===== config.mk =====
export PLATFORM = sky130hd
export DESIGN_NAME = hz_ctrl
export DESIGN_NICKNAME = d
export VERILOG_FILES = /design/src/rtl/hz_pkg.sv /design/src/rtl/hz_load_use.sv /design/src/rtl/hz_fwd_sel.sv /design/src/rtl/hz_bubble.sv /design/src/rtl/hz_ctrl.sv
export SDC_FILE = /design/constraint.sdc
export NUM_CORES = 1
export LEC_CHECK = 0
export ABC_CLOCK_PERIOD_IN_PS = 1500
export BUFFER_PORTS_ARGS = -buffer_cell sky130_fd_sc_hd__buf_4
export CAP_MARGIN = 40
export CELL_PAD_IN_SITES_DETAIL_PLACEMENT = 1
export CELL_PAD_IN_SITES_GLOBAL_PLACEMENT = 1
export CORE_ASPECT_RATIO = 0.75
export CORE_MARGIN = 2
export CORE_UTILIZATION = 22
export DETAILED_ROUTE_END_ITERATION = 8
export GPL_TIMING_DRIVEN = 0
export PLACE_DENSITY = 0.95
export SLEW_MARGIN = 25
export SYNTH_ARGS = -nofsm -noshare
export SYNTH_HDL_FRONTEND = slang
export SYNTH_SLANG_ARGS = --single-unit

===== constraint.sdc =====
create_clock -name vclk -period 1.5
set_clock_uncertainty 0.05 [all_clocks]
set_input_delay 0.15 -clock vclk [all_inputs]
set_output_delay 0.15 -clock vclk [all_outputs]
set_load 0.02 [all_outputs]

===== src/rtl/hz_pkg.sv =====
package hz_pkg;
  typedef enum logic [1:0] {
    FWD_RF = 2'b00,
    FWD_WB = 2'b01,
    FWD_EX = 2'b10
  } fwd_sel_e;
endpackage


===== src/rtl/hz_load_use.sv =====
module hz_load_use #(
  parameter int REG_W = 5
) (
  input  logic [REG_W-1:0] dec_src0_i,
  input  logic [REG_W-1:0] dec_src1_i,
  input  logic [REG_W-1:0] ld_dst_i,
  input  logic             ld_vld_i,
  output logic             stall_o
);
  logic hit0, hit1;

  assign hit0    = (dec_src0_i == ld_dst_i);
  assign hit1    = (dec_src1_i == ld_dst_i);
  assign stall_o = ld_vld_i & (hit0 | hit1);
endmodule


===== src/rtl/hz_fwd_sel.sv =====
module hz_fwd_sel
  import hz_pkg::*;
#(
  parameter int REG_W = 5
) (
  input  logic [REG_W-1:0] src_i,
  input  logic [REG_W-1:0] ex_rd_i,
  input  logic             ex_we_i,
  input  logic [REG_W-1:0] wb_rd_i,
  input  logic             wb_we_i,
  output fwd_sel_e         sel_o
);
  logic ex_hit, wb_hit;

  // register 0 is hardwired and never a bypass source
  assign ex_hit = ex_we_i && (ex_rd_i != '0) && (ex_rd_i == src_i);
  assign wb_hit = wb_we_i && (wb_rd_i != '0) && (wb_rd_i == src_i);

  always_comb begin
    if (ex_hit)      sel_o = FWD_EX;
    else if (wb_hit) sel_o = FWD_WB;
    else             sel_o = FWD_RF;
  end
endmodule


===== src/rtl/hz_bubble.sv =====
module hz_bubble #(
  parameter int CTRL_W = 8
) (
  input  logic [CTRL_W-1:0] ctrl_i,
  input  logic              kill_i,
  output logic [CTRL_W-1:0] ctrl_o
);
  assign ctrl_o = kill_i ? '0 : ctrl_i;
endmodule


===== src/rtl/hz_ctrl.sv =====
module hz_ctrl
  import hz_pkg::*;
#(
  parameter int NUM_REGS = 32,
  parameter int CTRL_W   = 8,
  localparam int REG_W   = $clog2(NUM_REGS),
  localparam int N_OPS   = 2
) (
  input  logic [REG_W-1:0]  ifid_rs_i,
  input  logic [REG_W-1:0]  ifid_rt_i,
  input  logic [REG_W-1:0]  idex_rs_i,
  input  logic [REG_W-1:0]  idex_rt_i,
  input  logic              idex_mem_rd_i,
  input  logic [REG_W-1:0]  exmem_rd_i,
  input  logic              exmem_we_i,
  input  logic [REG_W-1:0]  memwb_rd_i,
  input  logic              memwb_we_i,
  input  logic [CTRL_W-1:0] dec_ctrl_i,
  output logic              stall_o,
  output logic [CTRL_W-1:0] idex_ctrl_o,
  output logic [1:0]        fwd_a_o,
  output logic [1:0]        fwd_b_o
);
  logic [N_OPS-1:0][REG_W-1:0] op_src;
  fwd_sel_e                    op_sel [N_OPS];

  assign op_src[0] = idex_rs_i;
  assign op_src[1] = idex_rt_i;

  hz_load_use #(.REG_W(REG_W)) u_ldu (
    .dec_src0_i (ifid_rs_i),
    .dec_src1_i (ifid_rt_i),
    .ld_dst_i   (idex_rt_i),
    .ld_vld_i   (idex_mem_rd_i),
    .stall_o    (stall_o)
  );

  hz_bubble #(.CTRL_W(CTRL_W)) u_bub (
    .ctrl_i (dec_ctrl_i),
    .kill_i (stall_o),
    .ctrl_o (idex_ctrl_o)
  );

  for (genvar g = 0; g < N_OPS; g++) begin : g_op
    hz_fwd_sel #(.REG_W(REG_W)) u_sel (
      .src_i   (op_src[g]),
      .ex_rd_i (exmem_rd_i),
      .ex_we_i (exmem_we_i),
      .wb_rd_i (memwb_rd_i),
      .wb_we_i (memwb_we_i),
      .sel_o   (op_sel[g])
    );
  end

  assign fwd_a_o = op_sel[0];
  assign fwd_b_o = op_sel[1];
endmodule


Yosys cells after proc, flatten, opt, wreduce, memory -nomap -nowiden
Cells that the tools add are included. Widths: inputs -> output; s select.

Equal/unequal tests: 6. Muxes and demuxes: 5. Bitwise gates (word level): 2. Reductions and logical operators: 8.

Operators with widths (number): $eq 5x5->1 (6); $reduce_bool 5->1 (2); $mux 8 (1); $logic_and 1x1->1 (6); $mux 2 (2); $mux 1 (2); $and 1x1->1 (1); $or 1x1->1 (1).

Register bits after elaboration: 0. Input port bits: 41. Output and inout port bits: 13. Word-level logic and storage cells: 21.

Longest topological paths before layout
Depth after elaboration: 5. Gate-level depth with buffers: 4. Gate-level depth less buffers: 4.

Hierarchy
Synthesis repeated with hierarchy kept, for this count alone.

Cell total of the unflattened synthesis: 65. Area total of the unflattened synthesis: 481.7 µm².

Modules (own cells, without submodules): hz_fwd_sel (instances 2, cells an instance 21, area an instance 158.9 µm², sequential area each 0.0 µm²); hz_load_use (instances 1, cells an instance 15, area an instance 113.9 µm², sequential area each 0.0 µm²); hz_bubble (instances 1, cells an instance 8, area an instance 50.0 µm², sequential area each 0.0 µm²).

Worst setup path after synthesis
No wires, ideal clock.

Path kind: in2out. From: input port exmem_rd_i[1]. To: output port fwd_a_o[0]. Arrival: 1.412 ns. Data required time: 1.300 ns. Slack: -0.112 ns. Stages: 4. Buffers on the path: 0. Cell sequence: or4_1 > o21ai_2 > nor4_1 > nor4_2.

Cells in the longest elaborated chain, start to end: 4. Elaborated cells between the ends (all ways): 5. Classes of those cells: 1 x eq/ne; 1 x mux; 3 x reduce/logical.

Ends and longest elaborated chain: start: declaration (line hz_ctrl.sv:14) `input logic [REG_W-1:0] exmem_rd_i,`; $reduce_bool 5->1 (line hz_fwd_sel.sv:16) `assign ex_hit = ex_we_i && (ex_rd_i != '0) && (ex_rd_i == src_i);`; $logic_and 1x1->1 (line hz_fwd_sel.sv:16); $logic_and 1x1->1 (*) (line hz_fwd_sel.sv:16); net g_op[0].u_sel.ex_hit (line hz_fwd_sel.sv:13) `logic ex_hit, wb_hit;`; $mux 2 (*) (line hz_fwd_sel.sv:20) `if (ex_hit) sel_o = FWD_EX;`; end: declaration (line hz_ctrl.sv:21) `output logic [1:0] fwd_a_o,`.

The timed path passes the listed nets; every way through them passes the cells marked *.

Worst setup path in the final report
From: input port memwb_rd_i[1]. To: output port fwd_b_o[0].

Cells in the longest elaborated chain, start to end: 5. Elaborated cells between the ends (all ways): 6. Classes of those cells: 1 x eq/ne; 2 x mux; 3 x reduce/logical.

Ends and longest elaborated chain: start: declaration (line hz_ctrl.sv:16) `input logic [REG_W-1:0] memwb_rd_i,`; $reduce_bool 5->1 (line hz_fwd_sel.sv:17) `assign wb_hit = wb_we_i && (wb_rd_i != '0) && (wb_rd_i == src_i);`; $logic_and 1x1->1 (line hz_fwd_sel.sv:17); $logic_and 1x1->1 (*) (line hz_fwd_sel.sv:17); $mux 1 (*) (line hz_fwd_sel.sv:21) `else if (wb_hit) sel_o = FWD_WB;`; $mux 2 (*) (line hz_fwd_sel.sv:20); end: declaration (line hz_ctrl.sv:22) `output logic [1:0] fwd_b_o`.

Every way passes the cells marked *; elsewhere a longest branch is shown, timed or not.

==> flow_metrics.py <==
metrics = {
    "status": {
        "run_status": "finished with violations",
        "violations": "negative setup slack",
    },
    "routing": {
        "drtIter0Drc": 2,
        "drt.antenna.violating_nets": 0,
        "drt_first_pass_iters": 4,
        "vias": 634,
        "via_per_inst": 4.56,
        "routedWlPerCell_um": 17.3,
        "post_route_wl_um": 2410,
        "drc": 0,
    },
    "setup_path": {
        "cp.arrival_ns": 1.40,
        "crit_start": "memwb_rd_i[1]",
        "path_cells": "buf_8 > xor2_1 > or4_4 > nor4_4 > buf_4",
        "critPathSlowestCell": "or4_4",
        "timing.setup.critical_path_class": "in -> out",
        "worstSetupEndpointType": "output port",
        "required_ns": 1.30,
        "kind_of_launch_point_of_the_worst_setup_path": "input pin",
        "critical_path_peak_fanout": 3,
        "critical-path-max-stage-delay_ns": 0.54,
    },
    "global_routing": {
        "met2_usage_pct": 33.3,
        "initial_antenna_violation_count": 0,
        "grt_use_total_pct": 18.9,
        "globalRoute.busiestLayer": "met2",
        "globalRouteOverflowTotal": 0,
        "first_global_vias": 705,
        "grt_start_max_net_pins": 6,
        "met3_usage_pct": 0.597,
        "groute.layer.met1.usage_pct": 26.5,
        "grt_first_pass_wirelength_um": 3590,
    },
    "place": {
        "finalWeightedCongestion": 0.753,
        "pre_cts_slack_ns": -0.212,
        "dp.final_hpwl_um": 1800,
        "placedCellCount": 135,
        "buffers_added_on_ports": 54,
    },
    "sta": {
        "tightestPinTransition_ns": 0.359,
        "finalHoldWorstSlack_ns": 0.559,
        "max_freq_mhz": 625,
        "fin_ws_ns": -0.0991,
        "maxSlewHeadroom_pct": 75.9,
        "finalHoldViolations": 0,
        "final_period_demand_of_the_worst_path_ns": 1.60,
        "report.final.slew_viol_count": 0,
        "fin_crit_sh_pct": 107,
        "setup_viol": 7,
        "final_setup_tns_ns": -0.287,
        "rsz0062_at_grt": "true",
    },
    "worst_hold_path": {
        "worst_min_path_class": "in -> out",
        "min_delay_worst_endpoint": "idex_ctrl_o[5]",
        "holdPathStages": 3,
        "hold_path_startpoint": "dec_ctrl_i[5]",
    },
    "pwr": {
        "worst_ir_drop_vdd_mv": 0.136,
        "p_leak_nw": 0.510,
        "cellPowerDensity_mw_per_mm2": 307,
        "finalPower_mw": 0.353,
    },
    "synth": {
        "post_syn_area_per_cell_um2": 8.03,
        "synth.lib_cells_used.distinct": 12,
        "yosys_warnings": 0,
        "mapped_cells": 57,
        "synthesis.area_um2": 458,
        "yosysSeqAreaShare_pct": 0,
        "syn-num-nets": 98,
    },
    "final_layout": {
        "final_cells": 139,
        "finish.net_count": 158,
        "layout-area-overhead-vs-synth_pct": 151,
        "numSequentialCells": 0,
        "layout_common_cells": "buf_4, xor2_1, buf_6",
        "num-clock-buffers": 0,
        "final_common_cell": "buf_4",
        "final-seq-area_um2": 0,
        "antenna_cells_inserted": 0,
        "post_route_cells_drive_above_1_share_pct": 69.6,
    },
    "die": {
        "die_area_mm2": 0.00247,
        "initial_cell_density_of_the_core_pct": 23.1,
        "floorplan.io_pins": 54,
        "fp-row-count": 14,
        "placeableCoreArea_mm2": 0.00198,
        "fp.dieW_um": 56.7,
        "chip_height_um": 43.5,
    },
    "run": {
        "timing.max_cap.violations": 0,
    },
    "clock_network": {
        "cts.hold.buffers_added": 0,
    },
}
-- timing repair --
| item | 4_1_cts | 5_1_grt |
|---|---|---|
| buffers inserted | 3 | 0 |
| cloned | 1 | 0 |
| gates resized for setup | 31 | 14 |
| pin swaps | 18 | 1 |
| setup endpoints to repair | 13 | 12 |
-- routing by layer --
layer	wire (um)	part of all wire, %
met5	0	0
met4	29	1.2
met3	43	1.8
met2	1260	52
met1	1070	45
-- logic make-up (layout without fill, tap and decap cells) --
| group | Yosys count | count (layout) | synth area share [%] |
|---|---|---|---|
| XOR/XNOR | 30 | 30 | 57.4 |
| AND/OR/NAND/NOR | 21 | 21 | 32.0 |
| buffers and inverters | 3 | 60 | 4.10 |
| AO/OA/AOI/OAI | 3 | 4 | 6.56 |
-- per-stage QoR --
step                utilization (%)  instance area [um^2]
floorplan                         -                   475
global placement               46.0                   911
detailed placement             46.0                   911
CTS                            55.0                  1090
global route                   58.1                  1150
finish                         58.1                  1150
-- where the power goes --
group | switching (mW) | total [mW] | internal, mW
Sequential | 0 | 0 | 0
Clock | 0 | 0 | 0
Combinational | 0.161 | 0.353 | 0.192
-- final cells by class --
class / count / area [um^2]
inverters: 1 / 3.75
repair buffers: 57 / 518
plain buffers: 2 / 15.0
multi-input cells: 55 / 583
fillers: 231 / 830
well taps: 24 / 30.0
-- synth_stat cells --
cell / n / area share [%]
inv_1: 1 / 0.82
xnor2_1: 8 / 15
a32oi_2: 1 / 3.6
o21ai_2: 1 / 1.9
or4_1: 4 / 6.6
buf_4: 2 / 3.3
nor4_1: 4 / 5.5
o21ai_1: 1 / 1.1
and2_1: 9 / 12
xor2_1: 22 / 42
nand3_1: 2 / 2.2
nor4_2: 2 / 5.5
-- how the worst max path moves through the flow --
stage | end | slack (ns) | cells after the start
2_1_floorplan | fwd_a_o[0] | 0.03 | 4
3_3_place_gp | fwd_b_o[1] | -0.16 | 6
3_5_place_dp | fwd_b_o[1] | -0.21 | 6
4_1_cts | fwd_b_o[0] | -0.1 | 5
5_1_grt | fwd_b_o[0] | -0.14 | 6
6_report | fwd_b_o[0] | -0.1 | 5
-- worst max-delay path: cells and delay by family --
kind	cells	cell delay, ns
buffers and inverters	2	0.28
AND/OR/NAND/NOR	2	0.81
XOR/XNOR	1	0.15
Note: power is estimated with default switching activity, not from simulation.
